**src/rtl/sram_bw_pkg.sv**
```systemverilog
package sram_bw_pkg;

    // Kind of the request held in the capture register
    typedef enum logic [1:0] {
        CYC_IDLE  = 2'd0,
        CYC_READ  = 2'd1,
        CYC_WRITE = 2'd2
    } cyc_kind_e;

    // Occupancy of the single-entry posted-write hold register
    typedef enum logic {
        HOLD_EMPTY = 1'b0,
        HOLD_FULL  = 1'b1
    } hold_state_e;

endpackage

```
**src/rtl/sram_bw_wdec.sv**
```systemverilog
module sram_bw_wdec
    import sram_bw_pkg::*;
#(
    parameter int LANES = 4
) (
    input  logic             sel,
    input  logic [LANES-1:0] lane_we_n,
    input  logic             byte_we_n,
    input  logic             glob_we_n,
    output cyc_kind_e        kind,
    output logic [LANES-1:0] mask
);

    logic [LANES-1:0] raw_mask;

    // Global write overrides; lane enables count only when qualified
    always_comb begin
        if (!glob_we_n) begin
            raw_mask = '1;
        end else if (!byte_we_n) begin
            raw_mask = ~lane_we_n;
        end else begin
            raw_mask = '0;
        end
    end

    always_comb begin
        if (!sel) begin
            kind = CYC_IDLE;
            mask = '0;
        end else if (|raw_mask) begin
            kind = CYC_WRITE;
            mask = raw_mask;
        end else begin
            kind = CYC_READ;
            mask = '0;
        end
    end

endmodule

```
**src/rtl/sram_bw_ctrl.sv**
```systemverilog
module sram_bw_ctrl
    import sram_bw_pkg::*;
#(
    parameter int ADDR_W = 6,
    parameter int WORD_W = 36,
    parameter int LANES  = 4
) (
    input  logic              clk,
    input  logic              rst_n,
    input  cyc_kind_e         kind_in,
    input  logic [LANES-1:0]  mask_in,
    input  logic [ADDR_W-1:0] addr_in,
    input  logic [WORD_W-1:0] data_in,
    output cyc_kind_e         req_kind,
    output logic [LANES-1:0]  req_mask,
    output logic [ADDR_W-1:0] req_addr,
    output hold_state_e       hold_state,
    output logic [LANES-1:0]  hold_mask,
    output logic [ADDR_W-1:0] hold_addr,
    output logic [WORD_W-1:0] hold_data,
    output logic              commit_en
);

    logic [WORD_W-1:0] req_data;
    hold_state_e       hold_next;
    logic              load_hold;

    // Request capture: kind and mask reset, payload free-running
    always_ff @(posedge clk or negedge rst_n) begin
        if (!rst_n) begin
            req_kind <= CYC_IDLE;
            req_mask <= '0;
        end else begin
            req_kind <= kind_in;
            req_mask <= mask_in;
        end
    end

    always_ff @(posedge clk) begin
        req_addr <= addr_in;
        req_data <= data_in;
    end

    assign load_hold = (req_kind == CYC_WRITE);

    // Hold register state: STAY, LOAD, RELOAD, DRAIN
    always_ff @(posedge clk or negedge rst_n) begin
        if (!rst_n) begin
            hold_state <= HOLD_EMPTY;
        end else begin
            hold_state <= hold_next;
        end
    end

    always_comb begin
        hold_next = hold_state;
        unique case (hold_state)
            HOLD_EMPTY: hold_next = load_hold ? HOLD_FULL : HOLD_EMPTY;
            HOLD_FULL:  hold_next = load_hold ? HOLD_FULL : HOLD_EMPTY;
            default:    hold_next = HOLD_EMPTY;
        endcase
    end

    // Hold payload and commit strobe
    always_ff @(posedge clk) begin
        if (load_hold) begin
            hold_mask <= req_mask;
            hold_addr <= req_addr;
            hold_data <= req_data;
        end
    end

    assign commit_en = (hold_state == HOLD_FULL);

    // a captured write is in the hold register one edge later
    assert_hold_loaded_R7: assert property (@(posedge clk) disable iff (!rst_n)
        (req_kind == CYC_WRITE) |=> (hold_state == HOLD_FULL
            && hold_addr == $past(req_addr) && hold_mask == $past(req_mask)));

    // the hold register drains once no new write arrives
    assert_hold_drains_R8: assert property (@(posedge clk) disable iff (!rst_n)
        (req_kind != CYC_WRITE) |=> (hold_state == HOLD_EMPTY));

endmodule

```
**src/rtl/sram_bw_array.sv**
```systemverilog
module sram_bw_array #(
    parameter int ADDR_W  = 6,
    parameter int LANES   = 4,
    parameter int LANE_DW = 8,
    localparam int WORD_W   = LANES * (LANE_DW + 1),
    localparam int PAR_BASE = LANES * LANE_DW,
    localparam int DEPTH    = 1 << ADDR_W
) (
    input  logic              clk,
    input  logic              rst_n,
    input  logic              wr_en,
    input  logic [ADDR_W-1:0] wr_addr,
    input  logic [LANES-1:0]  wr_mask,
    input  logic [WORD_W-1:0] wr_data,
    input  logic [ADDR_W-1:0] rd_addr,
    output logic [WORD_W-1:0] rd_data
);

    // One storage column per lane, each with its own write strobe
    for (genvar k = 0; k < LANES; k++) begin : g_col
        logic [LANE_DW:0] col [DEPTH];
        logic [LANE_DW:0] col_rd;

        always_ff @(posedge clk) begin
            if (wr_en && wr_mask[k]) begin
                col[wr_addr] <= {wr_data[PAR_BASE + k], wr_data[k*LANE_DW +: LANE_DW]};
            end
        end

        assign col_rd                          = col[rd_addr];
        assign rd_data[k*LANE_DW +: LANE_DW]  = col_rd[LANE_DW-1:0];
        assign rd_data[PAR_BASE + k]           = col_rd[LANE_DW];
    end

    // the write port is never strobed with an empty lane mask
    assert_commit_nonempty_R3: assert property (@(posedge clk) disable iff (!rst_n)
        wr_en |-> (wr_mask != '0));

endmodule

```
**src/rtl/sram_bw_core.sv**
```systemverilog
module sram_bw_core
    import sram_bw_pkg::*;
#(
    parameter int ADDR_W  = 6,
    parameter int LANES   = 4,
    parameter int LANE_DW = 8,
    localparam int WORD_W   = LANES * (LANE_DW + 1),
    localparam int PAR_BASE = LANES * LANE_DW
) (
    input  logic              clk,
    input  logic              rst_n,
    input  logic              sel,
    input  logic [ADDR_W-1:0] addr,
    input  logic [WORD_W-1:0] wdata,
    input  logic [LANES-1:0]  lane_we_n,
    input  logic              byte_we_n,
    input  logic              glob_we_n,
    input  logic              oe_n,
    output logic [WORD_W-1:0] q,
    output logic              q_drv
);

    cyc_kind_e         dec_kind;
    logic [LANES-1:0]  dec_mask;
    cyc_kind_e         req_kind;
    logic [LANES-1:0]  req_mask;
    logic [ADDR_W-1:0] req_addr;
    hold_state_e       hold_state;
    logic [LANES-1:0]  hold_mask;
    logic [ADDR_W-1:0] hold_addr;
    logic [WORD_W-1:0] hold_data;
    logic              commit_en;
    logic [WORD_W-1:0] arr_data;
    logic [WORD_W-1:0] fwd_data;
    logic              fwd_hit;

    sram_bw_wdec #(.LANES(LANES)) u_wdec (
        .sel       (sel),
        .lane_we_n (lane_we_n),
        .byte_we_n (byte_we_n),
        .glob_we_n (glob_we_n),
        .kind      (dec_kind),
        .mask      (dec_mask)
    );

    sram_bw_ctrl #(.ADDR_W(ADDR_W), .WORD_W(WORD_W), .LANES(LANES)) u_ctrl (
        .clk        (clk),
        .rst_n      (rst_n),
        .kind_in    (dec_kind),
        .mask_in    (dec_mask),
        .addr_in    (addr),
        .data_in    (wdata),
        .req_kind   (req_kind),
        .req_mask   (req_mask),
        .req_addr   (req_addr),
        .hold_state (hold_state),
        .hold_mask  (hold_mask),
        .hold_addr  (hold_addr),
        .hold_data  (hold_data),
        .commit_en  (commit_en)
    );

    sram_bw_array #(.ADDR_W(ADDR_W), .LANES(LANES), .LANE_DW(LANE_DW)) u_array (
        .clk     (clk),
        .rst_n   (rst_n),
        .wr_en   (commit_en),
        .wr_addr (hold_addr),
        .wr_mask (hold_mask),
        .wr_data (hold_data),
        .rd_addr (req_addr),
        .rd_data (arr_data)
    );

    // Forwarding: pending write to the read address wins lane by lane
    assign fwd_hit = (hold_state == HOLD_FULL) && (hold_addr == req_addr);

    for (genvar k = 0; k < LANES; k++) begin : g_fwd
        logic take_hold;
        assign take_hold = fwd_hit && hold_mask[k];
        assign fwd_data[k*LANE_DW +: LANE_DW] = take_hold ? hold_data[k*LANE_DW +: LANE_DW]
                                                          : arr_data[k*LANE_DW +: LANE_DW];
        assign fwd_data[PAR_BASE + k] = take_hold ? hold_data[PAR_BASE + k]
                                                  : arr_data[PAR_BASE + k];
    end

    // Flow-through output, gated asynchronously by the output enable
    always_comb begin
        q_drv = (!oe_n) && (req_kind == CYC_READ);
        q     = q_drv ? fwd_data : '0;
    end

    // global write captures a full-lane write
    assert_glob_full_R1: assert property (@(posedge clk) disable iff (!rst_n)
        (sel && !glob_we_n) |=> (req_kind == CYC_WRITE && req_mask == '1));

    // no write control active means a read with nothing masked in
    assert_plain_read_R3: assert property (@(posedge clk) disable iff (!rst_n)
        (sel && glob_we_n && byte_we_n) |=> (req_kind == CYC_READ && req_mask == '0));

    // a deselected edge leaves the outputs undriven next cycle
    assert_deselect_quiet_R5: assert property (@(posedge clk) disable iff (!rst_n)
        (!sel) |=> (req_kind == CYC_IDLE && !q_drv));

    // output enable high keeps the drivers off
    assert_oe_gates_R6: assert property (@(posedge clk) disable iff (!rst_n)
        oe_n |-> !q_drv);

endmodule

```
**config.mk**
```make
export PLATFORM = sky130hd
export DESIGN_NAME = sram_bw_core
export DESIGN_NICKNAME = d
export VERILOG_FILES = /design/src/rtl/sram_bw_pkg.sv /design/src/rtl/sram_bw_wdec.sv /design/src/rtl/sram_bw_ctrl.sv /design/src/rtl/sram_bw_array.sv /design/src/rtl/sram_bw_core.sv
export SDC_FILE = /design/constraint.sdc
export NUM_CORES = 2
export LEC_CHECK = 0
export BUFFER_PORTS_ARGS = -buffer_cell sky130_fd_sc_hd__buf_2
export CAP_MARGIN = 20
export CELL_PAD_IN_SITES_DETAIL_PLACEMENT = 0
export CELL_PAD_IN_SITES_GLOBAL_PLACEMENT = 1
export CORE_MARGIN = 1.5
export CORE_UTILIZATION = 45
export CTS_BUF_LIST = sky130_fd_sc_hd__clkbuf_16
export CTS_CLUSTER_SIZE = 30
export DETAILED_ROUTE_END_ITERATION = 8
export GPL_TIMING_DRIVEN = 0
export PLACE_DENSITY_LB_ADDON = 0.15
export REMOVE_ABC_BUFFERS = 1
export SLEW_MARGIN = 20
export SYNTH_ARGS = -nofsm -noshare
export SYNTH_HDL_FRONTEND = slang
export SYNTH_SLANG_ARGS = --single-unit
```
**constraint.sdc**
```tcl
create_clock -name clk -period 7.5 [get_ports clk]
set_input_delay 0.75 -clock clk [delete_from_list [all_inputs] [get_ports clk]]
set_output_delay 0.75 -clock clk [all_outputs]
set_load 0.03 [all_outputs]
```
== After elaboration in Yosys (flattened, before gate mapping) ==
Memories as Yosys holds them, arrays and structs flattened. A register that Yosys moved wholly into a read port is not among the register bits.
Cells that the tools add are included.
Storage, ports and cells
  word-level logic and storage cells: 52
  bits in registers: 95
  memories: 4
  output and inout bits: 37
  input port bits: 52
  RAM bits: 2304
Memories
  u_array.g_col[0].col: words 64, bits a word 9, read ports 1, clocked after Yosys merged registers in 1, wr ports 1, line sram_bw_array.sv:21  | logic [LANE_DW:0] col [DEPTH];
  u_array.g_col[1].col: words 64, bits a word 9, read ports 1, clocked after Yosys merged registers in 1, wr ports 1, line sram_bw_array.sv:21
  u_array.g_col[2].col: words 64, bits a word 9, read ports 1, clocked after Yosys merged registers in 1, wr ports 1, line sram_bw_array.sv:21
  u_array.g_col[3].col: words 64, bits a word 9, read ports 1, clocked after Yosys merged registers in 1, wr ports 1, line sram_bw_array.sv:21
Operators by class
  reductions and logical operators: 12
  equal/unequal tests: 3
  mux-type cells: 24
  bitwise gates (word level): 1
Operator list (number)
  $mux 36: 1
  $mux 8: 4
  $mux 4: 4
  $mux 1: 13
  $logic_and 1x1->1: 10
  $eq 6x6->1: 1
  $mux 2: 2
  $not 4->4: 1
  $reduce_or 4->1: 1
  $eq 2x1->1 const B: 1
  $eq 2x2->1 const B: 1
  $logic_not 1->1: 1

== Logic depth before layout (Yosys ltp) ==
  word-level depth: 6
  mapped depth: 12
  depth with buffers taken out: 6

== Hierarchy ==
From an unflattened synthesis, not the netlist that was laid out.
Second synthesis, totals
  cell total of the unflattened synthesis: 4273
  area, all modules: 91624.1 µm²
Modules (own cells, without submodules)
  sram_bw_array: cells each 4030, seq. area each 69186.4 µm², times used 1, area each 88312.2 µm²
  sram_bw_ctrl: cells each 98, seq. area each 2397.3 µm², times used 1, area each 2417.3 µm²
  sram_bw_core: cells each 134, seq. area each 0.0 µm², times used 1, area each 825.8 µm²
  sram_bw_wdec: cells each 11, seq. area each 0.0 µm², times used 1, area each 68.8 µm²

== Worst setup path after synthesis ==
Ideal clock, no wire load.
  kind: reg-to-output
  from: reg u_ctrl.req_addr[0]
  to: out q[2]
  stages on the path, launching flop included: 12
  setup slack: 4.122 ns
  path buffers: 5
  data arrival time: 2.628 ns
  cell sequence: dfxtp_1 buf_6 buf_12 buf_12 buf_12 buf_8 mux2i_1 a22oi_1 o21ai_0 a211oi_1 nor4_1 nor4_1
Between the ends
  longest elaborated chain between the ends: 5
RTL lines
  start: declaration: line sram_bw_ctrl.sv:16  | output logic [ADDR_W-1:0] req_addr,
  start signal: assignment: line sram_bw_ctrl.sv:40  | req_addr <= addr_in;
  $eq 6x6->1: line sram_bw_core.sv:75  | assign fwd_hit = (hold_state == HOLD_FULL) && (hold_addr == req_addr);
  $logic_and 1x1->1: line sram_bw_core.sv:75
  $logic_and 1x1->1: line sram_bw_core.sv:79  | assign take_hold = fwd_hit && hold_mask[k];
  $mux 8: line sram_bw_core.sv:80  | assign fwd_data[k*LANE_DW +: LANE_DW] = take_hold ? hold_data[k*LANE_DW +: LANE_DW]
  $mux 36: line sram_bw_core.sv:89  | q = q_drv ? fwd_data : '0;
  end: declaration: line sram_bw_core.sv:19  | output logic [WORD_W-1:0] q,
No other way between the ends.

== Worst setup path in the final report ==
  from: reg u_ctrl.req_addr[0]
  to: out q[32]
Between the ends
  longest elaborated chain between the ends: 5
RTL lines
  $eq 6x6->1: line sram_bw_core.sv:75
  $logic_and 1x1->1: line sram_bw_core.sv:75
  $logic_and 1x1->1: line sram_bw_core.sv:79
  $mux 1: line sram_bw_core.sv:82  | assign fwd_data[PAR_BASE + k] = take_hold ? hold_data[PAR_BASE + k]
  $mux 36: line sram_bw_core.sv:89
No other way between the ends.

==> qor.yml <==
antenna_found_initial: 20
fin_crit_ns: 6.66
holdPathStages: 2
cp_common_cell: "buf_16"
drv_slew: 0
start_kind: "register"
cts-resized-gates: 0
fillers: 15958
netlist_area_um2: 92700
maxSlewHeadroom_pct: 22.0
routabilityCongestion: 0.790
wl_per_cell_um: 34.2
fin_cells: 7674
postRouteAntennaNets: 0
cp.arrival_ns: 5.91
die_area_um2: 209000
num_vias: 46397
coreArea_um2: 205000
hold-path-endpoint: "u_ctrl.req_kind[0]"
placed_cell_area_um2: 98500
finalInstanceArea_um2: 107000
ys_top_cells_by_area: "edfxtp_1, mux4_2, mux2i_1"
cts_buffer_depth: 3
ys_ff_latch: 2399
post_cts.repair.setup_buffers: 0
r2r_end: "u_array.g_col[0].col[60][0]"
cts_tree: "yes"
timing.rr.start: "u_ctrl.hold_addr[0]"
synthArstFlopShare_pct: 0.292
worstPathRequired_ns: 6.75
dp_cells: 7168
path_clk_slew_ns: 0.06
criticalPathCategory: "reg -> out"
ys_types: 67
yosysSeqAreaShare_pct: 77.3
fmax_mhz: 150
row_count: 166
worstPathCellList: "buf_16 -> buf_16 -> buf_16 -> buf_12 -> buf_16 -> xor2_1 -> nor4_4 -> nand2_1 -> nor2_1 -> nor3_1 -> nor4_1 -> buf_2"
p_per_area_nw_per_um2: 269
period_share_pct: 88.8
fin_util_pct: 52.2
remaining_drc_errors: 0
nets: 4819
ios: 89
critical_path_peak_fanout: 33
initial_core_util_pct: 45.3
drt_pass1_iterations: 7
initialDrtViolationCount: 5692
r2r_cells: 3
netlist_instances: 4491
cts_root_buf: "clkbuf_16"
hp-start: "sel"
htreeDepth: 4
port_buffers: 88
postSynthAreaPerCell_um2: 20.6
holdCritPathClass: "in -> reg"
hold_viol_final: 0
grt.total_usage_pct: 25.1
clock_skew_ns: 0.0309
synth_most_common_cell: "edfxtp_1"
drive_gt1_share_pct: 25.3
max_stage_delay_ns: 0.88
yosys.area.top_type: "edfxtp_1"
synth_edf_count: 2350
synthTopCellsByCount: "edfxtp_1, mux4_2, nor2_1"
endpoint_kind: "output port"
cp_slowest_cell: "nor4_1"
drt_wl_total_mm: 262
grt_max_degree: 57
avgViaCountPerCell: 6.05
cap_violations: 0
gr-total-overflow: 0
vdd.ir_drop.worst_mv: 0.245
regToRegSetupSlack_ns: 3.84
cts_buffers: 240
ys.flop_type: "edfxtp_1"
final-setup-viol-count: 0
cts.sinks: 2399
area_growth_pct: 15.3
p_leak_uw: 0.0343
clk_latency_ns: 0.88
netlist.area_leader.share_pct: 76.2
die_h_um: 457
die_x_um: 457
timing.hold.ws_ns: 0.117
grt_pass1_vias: 46170
ys_warn_count: 0
grt_pass1_wl_mm: 363
dp_hpwl_mm: 171
status: "finished, final reports clean"
tightest_slew_ns: 1.17
rsz0062_at_grt: "no"
==> cell usage in the layout, fill, tap and decap left out, drive strengths merged, types with 5 or more instances in the layout <==
cell type / count
a2111oi: 8
a211o: 24
a211oi: 31
a21oi: 29
a221oi: 40
a22o: 58
a22oi: 87
a31oi: 17
a32oi: 7
and2: 9
and3: 6
and3b: 5
buf: 263
bufinv: 27
clkbuf: 245
clkinv: 110
clkinvlp: 10
dfrtp: 7
dfxtp: 42
diode: 6
dlygate4sd3: 43
edfxtp: 2350
inv: 70
mux2: 145
mux2i: 206
mux4: 433
nand2: 129
nand2b: 7
nand3: 20
nand4: 9
nor2: 293
nor2b: 18
nor3: 24
nor3b: 7
nor4: 14
o21ai: 30
o22ai: 93
o31ai: 18
or2: 6
xor2: 6
==> how the worst max path moves through the flow <==
stage / slack [ns] / end / cells past startpoint / startpoint
floorplan: -19.66 / q[19] / 6 / u_ctrl.req_addr[0]
global placement: -43.71 / q[34] / 7 / u_ctrl.req_addr[0]
detailed placement: 1.45 / q[16] / 12 / u_ctrl.req_addr[0]
CTS: 0.47 / q[16] / 12 / u_ctrl.req_addr[0]
global route: 0.59 / q[32] / 12 / u_ctrl.req_addr[0]
finish: 0.84 / q[32] / 12 / u_ctrl.req_addr[0]
==> layout make-up <==
type	instances	area [µm²]	share of cell area [%]
Timing Repair Buffer	306	4270	4.00
Clock buffer	245	6130	5.74
Antenna cell	6	15.0	0.0141
Inverter	7	26.3	0.0246
Sequential cell	2399	71600	67.0
Multi-Input combinational cell	1813	19700	18.4
Tap cell	2688	3360	3.15
Clock inverter	210	1730	1.62
==> power by group <==
group          leakage (µW)  total, µW  internal, µW  switching, µW
clock               0.00405      11900          6830           5100
combinational       0.00865       1720           635           1090
sequential           0.0216      15000         14900            109
total                0.0343      28700         22400           6300
==> per-stage QoR <==
stage / worst slack [ns] / power [µW] / TNS [ns]
finish: 0.839 / 28700 / 0
global route: 0.593 / 29400 / 0
CTS: 0.473 / 28900 / 0
detailed placement: 1.45 / 17000 / 0
global placement: -43.71 / 17600 / -1483.63
floorplan: -19.66 / 16600 / -642.51
==> critical path, delay by kind of cell (launching register included) <==
family                    cells  cell delay [ns]
and+or+nand+nor               5             2.68
buffers and inverters         6             1.72
xor gates and xnor gates      1             0.14
DFF                           1             0.36
==> flip-flops by register name, summed over array words and instances, names as in the netlist <==
signal / cells
u_ctrl.hold_mask: 4
u_ctrl.hold_addr: 6
u_ctrl.req_addr: 6
u_ctrl.req_mask: 4
u_array.g_col.col: 2304
u_ctrl.req_kind: 2
u_ctrl.commit_en: 1
u_ctrl.req_data: 36
u_ctrl.hold_data: 36
==> cells by family (layout without fill, tap and decap cells) <==
family | Yosys count | in the layout | share of synthesized area [%]
buffers and inverters | 279 | 768 | 1.76
AO/OA/AOI/OAI | 470 | 470 | 3.76
multiplexers | 784 | 784 | 14.6
flip-flops | 2399 | 2399 | 77.3
AND/OR/NAND/NOR | 553 | 553 | 2.59
XOR/XNOR | 6 | 6 | 0.0567
other | 0 | 6 | 0
==> metal layers <==
| layer | vias up | routed length (µm) | global-route usage [%] | part of all wire (%) |
|---|---|---|---|---|
| met3 | 370 | 20700 | 5.38 | 7.9 |
| met5 | - | 247 | 0.482 | 0.094 |
| met2 | 1883 | 122000 | 38.6 | 47 |
| li1 | 19225 | - | - | - |
| met1 | 24903 | 110000 | 35.6 | 42 |
| met4 | 16 | 8990 | 8.63 | 3.4 |
==> what timing repair did <==
item | CTS | global route
endpoints found under the hold margin | 49 | 0
hold buffers | 43 | 0
setup endpoints to repair | 0 | 0
No activity file was read; power rests on OpenSTA's default activity.
